==> config.mk <==
export PLATFORM = sky130hd
export DESIGN_NAME = sevt_timer
export DESIGN_NICKNAME = d
export VERILOG_FILES = /design/src/rtl/sevt_pkg.sv /design/src/rtl/sevt_datapath.sv /design/src/rtl/sevt_ctrl.sv /design/src/rtl/sevt_timer.sv
export SDC_FILE = /design/constraint.sdc
export NUM_CORES = 1
export LEC_CHECK = 0
export ABC_AREA = 1
export BUFFER_PORTS_ARGS = -buffer_cell sky130_fd_sc_hd__buf_2
export CAP_MARGIN = 20
export CORE_AREA = 5 5 163 165
export DETAILED_ROUTE_END_ITERATION = 10
export DIE_AREA = 0 0 168 170
export HOLD_SLACK_MARGIN = 0.05
export PLACE_DENSITY = 0.67
export SETUP_SLACK_MARGIN = 0.4
export SLEW_MARGIN = 20
export SYNTH_ARGS = -nofsm -noshare
export SYNTH_HDL_FRONTEND = slang
export SYNTH_HIERARCHICAL = 1
export SYNTH_SLANG_ARGS = --single-unit
==> constraint.sdc <==
create_clock -name clk -period 5.82 [get_ports clk]
set_input_delay 1.164 -clock clk [delete_from_list [all_inputs] [get_ports clk]]
set_output_delay 1.164 -clock clk [all_outputs]
set_load 0.1 [all_outputs]
==> src/rtl/sevt_pkg.sv <==
package sevt_pkg;

  typedef enum logic [1:0] {
    MODE_MATCH = 2'd0,
    MODE_IO    = 2'd1,
    MODE_AND   = 2'd2,
    MODE_OR    = 2'd3
  } combMode_e;

  typedef enum logic [1:0] {
    DIR_ANY  = 2'd0,
    DIR_UP   = 2'd1,
    DIR_DOWN = 2'd2,
    DIR_BOTH = 2'd3
  } dirQual_e;

  typedef struct packed {
    logic [7:0] stateMask;
    logic [4:0] spare1;
    logic [2:0] nextState;
    logic       spare0;
    logic       loadState;
    logic       holdMatch;
    dirQual_e   dirQual;
    combMode_e  mode;
    logic       ioLevel;
    logic [3:0] ioSel;
    logic [3:0] matchSel;
  } evCfg_t;

  // strobes from control to datapath
  typedef struct packed {
    logic clearCnt;
    logic run;
    logic upDown;
    logic autoLimit;
    logic limitEv;
  } cntStrobe_t;

  localparam logic [7:0] ADDR_CTRL  = 8'h00;
  localparam logic [7:0] ADDR_STATE = 8'h01;
  localparam logic [7:0] ADDR_LIMIT = 8'h02;
  localparam logic [7:0] ADDR_HALT  = 8'h03;
  localparam logic [7:0] ADDR_STOP  = 8'h04;
  localparam logic [7:0] ADDR_START = 8'h05;
  localparam logic [7:0] ADDR_IRQ   = 8'h06;
  localparam logic [7:0] ADDR_DMA   = 8'h07;
  localparam logic [3:0] PAGE_MATCH = 4'h1;
  localparam logic [3:0] PAGE_EVENT = 4'h2;
  localparam logic [3:0] PAGE_OUT   = 4'h3;

endpackage

==> src/rtl/sevt_datapath.sv <==
module sevt_datapath
  import sevt_pkg::*;
#(
  parameter int CNT_W     = 16,
  parameter int NUM_MATCH = 4
) (
  input  logic                                clk,
  input  logic                                rstN,
  input  cntStrobe_t                          strb,
  input  logic [NUM_MATCH-1:0][CNT_W-1:0]     matchVals,
  output logic [NUM_MATCH-1:0]                matchHit,
  output logic [CNT_W-1:0]                    count,
  output logic                                countDown
);

  logic limitNow;

  for (genvar m = 0; m < NUM_MATCH; m++) begin : g_cmp
    assign matchHit[m] = (count == matchVals[m]);
  end

  assign limitNow = strb.run && (strb.limitEv || (strb.autoLimit && matchHit[0]));

  always_ff @(posedge clk or negedge rstN) begin
    if (!rstN) begin
      count     <= '0;
      countDown <= 1'b0;
    end else if (strb.clearCnt) begin
      count     <= '0;
      countDown <= 1'b0;
    end else if (strb.run) begin
      if (!strb.upDown) begin
        countDown <= 1'b0;
        count     <= limitNow ? '0 : count + 1'b1;
      end else if (countDown) begin
        if (count == '0) begin
          countDown <= 1'b0;
          count     <= count + 1'b1;
        end else begin
          count <= count - 1'b1;
        end
      end else if (limitNow) begin
        countDown <= 1'b1;
        count     <= count - 1'b1;
      end else begin
        count <= count + 1'b1;
      end
    end
  end


  frozen_count_chk: assert property (@(posedge clk) disable iff (!rstN)
    (!strb.run && !strb.clearCnt) |=> $stable(count));


  descend_hold_chk: assert property (@(posedge clk) disable iff (!rstN)
    (strb.upDown && !strb.clearCnt && countDown && count != '0) |=> countDown);

endmodule

==> src/rtl/sevt_ctrl.sv <==
module sevt_ctrl
  import sevt_pkg::*;
#(
  parameter int NUM_EVENTS = 4,
  parameter int NUM_MATCH  = 4,
  parameter int NUM_IN     = 4,
  parameter int NUM_OUT    = 4,
  parameter int CNT_W      = 16,
  parameter int STATE_W    = 2
) (
  input  logic                              clk,
  input  logic                              rstN,
  input  logic                              cfgWe,
  input  logic [7:0]                        cfgAddr,
  input  logic [31:0]                       cfgData,
  input  logic [NUM_IN-1:0]                 ioIn,
  input  logic                              countDown,
  input  logic [NUM_MATCH-1:0]              matchHit,
  output cntStrobe_t                        strb,
  output logic [NUM_MATCH-1:0][CNT_W-1:0]   matchVals,
  output logic [NUM_OUT-1:0]                ioOut,
  output logic                              irq,
  output logic                              dmaReq,
  output logic [STATE_W-1:0]                stateOut
);

  localparam int IO_W = NUM_IN + NUM_OUT;

  logic upDownQ, autoLimQ, haltQ, stopQ;
  logic [STATE_W-1:0] stateQ, stateNext;
  logic [NUM_EVENTS-1:0] limitMask, haltMask, stopMask, startMask, irqMask, dmaMask;
  logic [NUM_MATCH-1:0][CNT_W-1:0] matchQ;
  evCfg_t evCfg [NUM_EVENTS];
  logic [NUM_EVENTS-1:0] setMask [NUM_OUT];
  logic [NUM_EVENTS-1:0] clrMask [NUM_OUT];
  logic [NUM_EVENTS-1:0] fired, pendQ, pendD;
  logic [NUM_OUT-1:0] ioOutQ, setHit, clrHit;
  logic [NUM_MATCH-1:0] gatedHit;
  logic [IO_W-1:0] ioAll;
  logic runNow, wrCtrl, wrState, loadAny;
  logic haltFire, stopFire, startFire;
  logic unusedSpare;

  assign wrCtrl   = cfgWe && (cfgAddr == ADDR_CTRL);
  assign wrState  = cfgWe && (cfgAddr == ADDR_STATE);
  assign runNow   = !haltQ && !stopQ;
  assign gatedHit = matchHit & {NUM_MATCH{runNow}};
  assign ioAll    = {ioOutQ, ioIn};

  // configuration bank
  always_ff @(posedge clk or negedge rstN) begin
    if (!rstN) begin
      upDownQ <= 1'b0; autoLimQ <= 1'b0;
      limitMask <= '0; haltMask <= '0; stopMask <= '0;
      startMask <= '0; irqMask <= '0; dmaMask <= '0;
      matchQ <= '0;
      for (int e = 0; e < NUM_EVENTS; e++) evCfg[e] <= '0;
      for (int o = 0; o < NUM_OUT; o++) begin
        setMask[o] <= '0;
        clrMask[o] <= '0;
      end
    end else if (cfgWe) begin
      case (cfgAddr)
        ADDR_CTRL:  begin upDownQ <= cfgData[0]; autoLimQ <= cfgData[1]; end
        ADDR_LIMIT: limitMask <= cfgData[NUM_EVENTS-1:0];
        ADDR_HALT:  haltMask  <= cfgData[NUM_EVENTS-1:0];
        ADDR_STOP:  stopMask  <= cfgData[NUM_EVENTS-1:0];
        ADDR_START: startMask <= cfgData[NUM_EVENTS-1:0];
        ADDR_IRQ:   irqMask   <= cfgData[NUM_EVENTS-1:0];
        ADDR_DMA:   dmaMask   <= cfgData[NUM_EVENTS-1:0];
        default: ;
      endcase
      for (int m = 0; m < NUM_MATCH; m++)
        if (cfgAddr == {PAGE_MATCH, 4'(m)}) matchQ[m] <= cfgData[CNT_W-1:0];
      for (int e = 0; e < NUM_EVENTS; e++)
        if (cfgAddr == {PAGE_EVENT, 4'(e)}) evCfg[e] <= evCfg_t'(cfgData);
      for (int o = 0; o < NUM_OUT; o++)
        if (cfgAddr == {PAGE_OUT, 4'(o)}) begin
          setMask[o] <= cfgData[NUM_EVENTS-1:0];
          clrMask[o] <= cfgData[16+NUM_EVENTS-1:16];
        end
    end
  end

  // event evaluation
  always_comb begin
    evCfg_t cfg;
    logic [NUM_MATCH-1:0] hitSh;
    logic [IO_W-1:0] ioSh;
    logic [7:0] smSh;
    logic mHit, ioOk, dirOk, qual, holdOn, anyHit, cond;
    fired = '0;
    pendD = '0;
    unusedSpare = 1'b0;
    for (int e = 0; e < NUM_EVENTS; e++) begin
      cfg   = evCfg[e];
      hitSh = gatedHit >> cfg.matchSel;
      mHit  = hitSh[0];
      ioSh  = ioAll >> cfg.ioSel;
      ioOk  = (ioSh[0] == cfg.ioLevel);
      smSh  = cfg.stateMask >> stateQ;
      case (cfg.dirQual)
        DIR_UP:   dirOk = !countDown;
        DIR_DOWN: dirOk = countDown;
        default:  dirOk = 1'b1;
      endcase
      qual   = smSh[0] && dirOk;
      holdOn = cfg.holdMatch && (cfg.mode == MODE_AND);
      anyHit = mHit || (holdOn && pendQ[e]);
      case (cfg.mode)
        MODE_MATCH: cond = mHit;
        MODE_IO:    cond = ioOk;
        MODE_AND:   cond = anyHit && ioOk;
        default:    cond = mHit || ioOk;
      endcase
      fired[e] = cond && qual;
      pendD[e] = holdOn && !fired[e] && (pendQ[e] || (mHit && qual));
      unusedSpare = unusedSpare ^ (^{cfg.spare0, cfg.spare1, cfg.nextState});
    end
  end

  assign haltFire  = |(fired & haltMask);
  assign stopFire  = |(fired & stopMask);
  assign startFire = |(fired & startMask);

  // lowest-numbered loading event wins
  always_comb begin
    stateNext = stateQ;
    loadAny   = 1'b0;
    for (int e = NUM_EVENTS - 1; e >= 0; e--)
      if (fired[e] && evCfg[e].loadState) begin
        stateNext = evCfg[e].nextState[STATE_W-1:0];
        loadAny   = 1'b1;
      end
  end

  always_comb begin
    for (int o = 0; o < NUM_OUT; o++) begin
      setHit[o] = |(fired & setMask[o]);
      clrHit[o] = |(fired & clrMask[o]);
    end
  end

  always_ff @(posedge clk or negedge rstN) begin
    if (!rstN) begin
      haltQ <= 1'b0; stopQ <= 1'b1;
      stateQ <= '0; pendQ <= '0; ioOutQ <= '0;
      irq <= 1'b0; dmaReq <= 1'b0;
    end else begin
      pendQ  <= pendD;
      irq    <= |(fired & irqMask);
      dmaReq <= |(fired & dmaMask);
      if (wrCtrl) begin
        haltQ <= cfgData[2];
        stopQ <= cfgData[3];
      end else if (haltFire) haltQ <= 1'b1;
      else if (stopFire)     stopQ <= 1'b1;
      else if (startFire)    stopQ <= 1'b0;
      if (wrState)      stateQ <= cfgData[STATE_W-1:0];
      else if (loadAny) stateQ <= stateNext;
      for (int o = 0; o < NUM_OUT; o++) begin
        if (setHit[o] && clrHit[o]) ioOutQ[o] <= ~ioOutQ[o];
        else if (setHit[o])         ioOutQ[o] <= 1'b1;
        else if (clrHit[o])         ioOutQ[o] <= 1'b0;
      end
    end
  end

  assign strb.clearCnt  = wrCtrl && cfgData[4];
  assign strb.run       = runNow;
  assign strb.upDown    = upDownQ;
  assign strb.autoLimit = autoLimQ;
  assign strb.limitEv   = |(fired & limitMask);
  assign matchVals      = matchQ;
  assign ioOut          = ioOutQ;
  assign stateOut       = stateQ;


  halt_sticky_chk: assert property (@(posedge clk) disable iff (!rstN)
    (haltQ && !wrCtrl) |=> haltQ);


  stop_cause_chk: assert property (@(posedge clk) disable iff (!rstN)
    $rose(stopQ) |-> $past(stopFire || wrCtrl));


  out_quiet_chk: assert property (@(posedge clk) disable iff (!rstN)
    (fired == '0) |=> $stable(ioOutQ));


  irq_cause_chk: assert property (@(posedge clk) disable iff (!rstN)
    irq |-> $past(|(fired & irqMask)));

endmodule

==> src/rtl/sevt_timer.sv <==
module sevt_timer
  import sevt_pkg::*;
#(
  parameter int NUM_EVENTS = 4,
  parameter int NUM_MATCH  = 4,
  parameter int NUM_IN     = 4,
  parameter int NUM_OUT    = 4,
  parameter int CNT_W      = 16,
  parameter int STATE_W    = 2
) (
  input  logic               clk,
  input  logic               rstN,
  input  logic               cfgWe,
  input  logic [7:0]         cfgAddr,
  input  logic [31:0]        cfgData,
  input  logic [NUM_IN-1:0]  ioIn,
  output logic [NUM_OUT-1:0] ioOut,
  output logic               irq,
  output logic               dmaReq,
  output logic [CNT_W-1:0]   count,
  output logic               countDown,
  output logic [STATE_W-1:0] stateOut
);

  cntStrobe_t strb;
  logic [NUM_MATCH-1:0][CNT_W-1:0] matchVals;
  logic [NUM_MATCH-1:0] matchHit;

  sevt_ctrl #(
    .NUM_EVENTS(NUM_EVENTS), .NUM_MATCH(NUM_MATCH), .NUM_IN(NUM_IN),
    .NUM_OUT(NUM_OUT), .CNT_W(CNT_W), .STATE_W(STATE_W)
  ) ctrl_i (
    .clk(clk), .rstN(rstN), .cfgWe(cfgWe), .cfgAddr(cfgAddr), .cfgData(cfgData),
    .ioIn(ioIn), .countDown(countDown), .matchHit(matchHit), .strb(strb),
    .matchVals(matchVals), .ioOut(ioOut), .irq(irq), .dmaReq(dmaReq),
    .stateOut(stateOut)
  );

  sevt_datapath #(.CNT_W(CNT_W), .NUM_MATCH(NUM_MATCH)) dp_i (
    .clk(clk), .rstN(rstN), .strb(strb), .matchVals(matchVals),
    .matchHit(matchHit), .count(count), .countDown(countDown)
  );

endmodule

==> reports/results.tsv <==
stage	metric	value	unit
detailed_routing	routed_via_density	5.27	
layout	diodes	0	
global_routing	grt_max_degree	125	
worst_setup_path	rr_endpoint	dp_i/count[14]	
placement	dp_hpwl	21300	um
synth	ys_types	41	
worst_setup_path	r2r_start	dp_i/count[11]	
power_and_ir_drop	pwr-share-comb	17.0	%
power_and_ir_drop	max-vdd-ir-drop	0.359	mV
sta	setup_viol	0	
flow_run	cap_violations	0	
global_routing	grt_remaining_overflow	0	
die	start_util	49.2	%
cts	htree_levels	1	
sta	worst_slew_pin_slew	1.03	ns
detailed_routing	drt-pass1-iter-count	5	
layout	area_growth	11.4	%
cts	clock_latency	0.55	ns
sta	finalMaxSlewViolations	0	
worst_setup_path	critical_path.max_fanout	13	
synth	ys_warn_count	6	
synth	synth_area_leaders	dfrtp_1 48%, nand2_1 16%, o21ai_0 9.1%	
cts	clockBufferDepth	3	
synth	async_flop_share	100	%
detailed_routing	first_iter_violations	925	
die	die_width	168	um
power_and_ir_drop	power.total	4.38	mW
worst_setup_path	worstPathRequired	6.30	ns
layout	multiInputGateArea	0.00547	mm^2
sta	fin_crit	4.23	ns
layout	design_area	0.0137	mm^2
die	dieArea	0.0286	mm^2
global_routing	grt_pass1_vias	9751	
global_routing	grt_pass1_wl	51100	um
sta	finalSetupTns	0	ns
synth	yosysTopAreaCell	dfrtp_1	
global_routing	grt_util_all_layers	21.9	%
worst_hold_path	hp-class	reg -> reg	
worst_setup_path	rrSetupSlack	1.59	ns
layout	layoutNonFillerInstCount	1946	
sta	grt_setup_unrepaired	no	
layout	regArea	0.00593	mm^2
cts	cts_buffers	27	
synth	synthCells	1563	
synth	synthFlopType	dfrtp_1	
synth	synth_nets	1620	
sta	post-route-period-util	72.6	%
detailed_routing	drc_errors	0	
sta	fmax	0.237	GHz
layout	fillers	2360	
layout	layout_commonest_cell	nand2_1	
synth	yosysSeqAreaShare	48.4	%
sta	slew_headroom	30.9	%
power_and_ir_drop	p_sw	1.33	mW
power_and_ir_drop	pwr-share-seq	42.5	%
layout	final_cell_mix	507 x nand2_1, 236 x dfrtp_1, 223 x o21ai_0	
placement	dp_cells	1898	
cts	clkSinkCount	237	
placement	gp_congestion	0.901	
layout	drive_gt1_share	10.8	%
synth	syn_area	0.0123	mm^2
cts	post-cts-setup-buffer-count	0	
synth	synth_top_area_share	48.2	%
synth	synth_edf_count	0	
sta	skew	0.0137	ns
worst_setup_path	reg2regPathDepth	22	
power_and_ir_drop	clockPowerShare	40.4	%
power_and_ir_drop	p_leak	6.47	nW
cts	clock-root-buffer	clkbuf_16	
placement	portBuffers	63	
detailed_routing	ant_nets	0	
die	die_y	170	um
detailed_routing	drt-total-wl	31400	um
power_and_ir_drop	power_density	320	mW/mm^2
placement	place_area	0.0127	mm^2
synth	syn_avg_cell_area	7.84	um^2
power_and_ir_drop	power.internal	3.04	mW
layout	final_nets	1654	
cts	postCtsHoldBufs	0	
worst_setup_path	cp-end-kind	flip-flop	
synth	ys_ff_latch	237	
run_status	status	complete, no violations	
worst_setup_path	startpoint_type	flip-flop	
sta	hold_viol_final	0	
detailed_routing	num_vias	10300	
worst_hold_path	hold_end	ctrl_i/evCfg[57]	
power_and_ir_drop	swShare	30.5	%
worst_setup_path	critPathArrivalTime	4.71	ns
die	rows	58	
detailed_routing	wl_per_cell	16.1	um
cts	post_cts_resized	0	
cts	tritoncts	done	
worst_hold_path	min_from	ctrl_i/evCfg[57]	
global_routing	antenna_found_initial	0	
worst_setup_path	critical_path_class	reg -> reg	
die	core	0.0249	mm^2
cts	cts.clk_slew.worst_paths	0.06	ns
die	io_pins	72	
worst_hold_path	whs_path_depth	2	
[worst max-delay path by stage]
stage / startpoint / end / slack, ns / cells past startpoint
final: dp_i/count[11] / dp_i/count[14] / 1.59 / 22
after global routing: dp_i/count[11] / dp_i/count[13] / 1.32 / 22
after CTS: dp_i/count[11] / dp_i/count[14] / 1.65 / 22
after detailed placement: cfgAddr[7] / dp_i/count[11] / 1.49 / 13
after global placement: cfgAddr[7] / dp_i/count[11] / 1.53 / 13
after floorplan: dp_i/count[0] / dp_i/count[6] / 2.10 / 25
[cell usage after synthesis, types with 5 or more instances]
library cell  instances
nor2_1               87
o21ai_0             223
nand3_1              98
a21oi_1              20
buf_2                10
clkbuf_1             38
or2_2                 9
nand2_1             507
xnor2_1              40
inv_2                10
nand3b_1              7
nand4_1              31
buf_4                13
ha_1                 10
nand2_2              14
a22oi_1               5
inv_1               121
dfrtp_1             236
xor2_1               21
nor3_1               16
[stage by stage]
step / utilization [%] / setup WS [ns] / hold WS [ns]
after floorplan: - / 2.10 / 0.448
after global placement: 51.1 / 1.53 / 0.461
after detailed placement: 51.1 / 1.49 / 0.469
after CTS: 54.9 / 1.65 / 0.483
after global routing: 54.9 / 1.32 / 0.500
final: 54.9 / 1.59 / 0.481
[sequential cells by signal, summed over array words and instances (netlist names), 16 cells and up]
| signal | flops |
|---|---|
| ctrl_i/clrMask | 16 |
| dp_i/count | 16 |
| ctrl_i/matchVals | 64 |
| ctrl_i/setMask | 16 |
| ctrl_i/evCfg | 84 |
[cells by family (layout without fill, tap and decap cells)]
| family | after synthesis | in the layout | synth area share (%) |
|---|---|---|---|
| compound gates | 263 | 263 | 11.4 |
| xor+xnor | 61 | 61 | 4.36 |
| fa+ha+maj | 10 | 10 | 1.02 |
| buf+inv | 199 | 252 | 7.00 |
| flops | 237 | 237 | 48.4 |
| simple gates | 793 | 793 | 27.8 |
[routing by layer]
metal | global-route usage, % | up-vias | share of wire (%)
li1 | - | 5104 | -
met1 | 29.1 | 4837 | 45
met2 | 36.9 | 251 | 47
met3 | 2.81 | 64 | 4.5
met4 | 8.12 | 0 | 3.6
met5 | 0 | - | 0
[critical path, cell delays in order (launching register included)]
cell	delay, ns
dfrtp_1	0.71
inv_1	0.19
nand2_1	0.10
nand4_1	0.12
nor3_1	0.35
nor3b_1	0.60
nand3_1	0.16
nand3_1	0.11
nand3_1	0.16
a21oi_1	0.20
nand2_1	0.11
a21boi_2	0.13
buf_4	0.23
nand2_1	0.07
nand4_1	0.10
inv_1	0.09
nand2_4	0.11
nand3_4	0.10
nand2_4	0.23
nand2_1	0.08
nand2_1	0.06
nand2_1	0.05
nand2_1	0.09
[power groups by stage]
stage | registers [mW] | clock network (mW) | logic, mW
2_1_floorplan | 1.96 | 0 | 0.481
3_3_place_gp | 1.89 | 0 | 0.736
3_5_place_dp | 1.89 | 0 | 0.744
4_1_cts | 1.86 | 1.80 | 0.748
5_1_grt | 1.88 | 1.88 | 0.827
6_report | 1.86 | 1.77 | 0.745
[layout make-up]
class	count	area share [%]
well taps	330	3.02
clock buffers	37	5.73
flip-flops and latches	237	43.4
inverters	132	3.65
clock inverters	11	1.16
multi-input cells	1127	40.0
repair buffers	72	2.97
No activity file was read; power rests on OpenSTA's default activity.
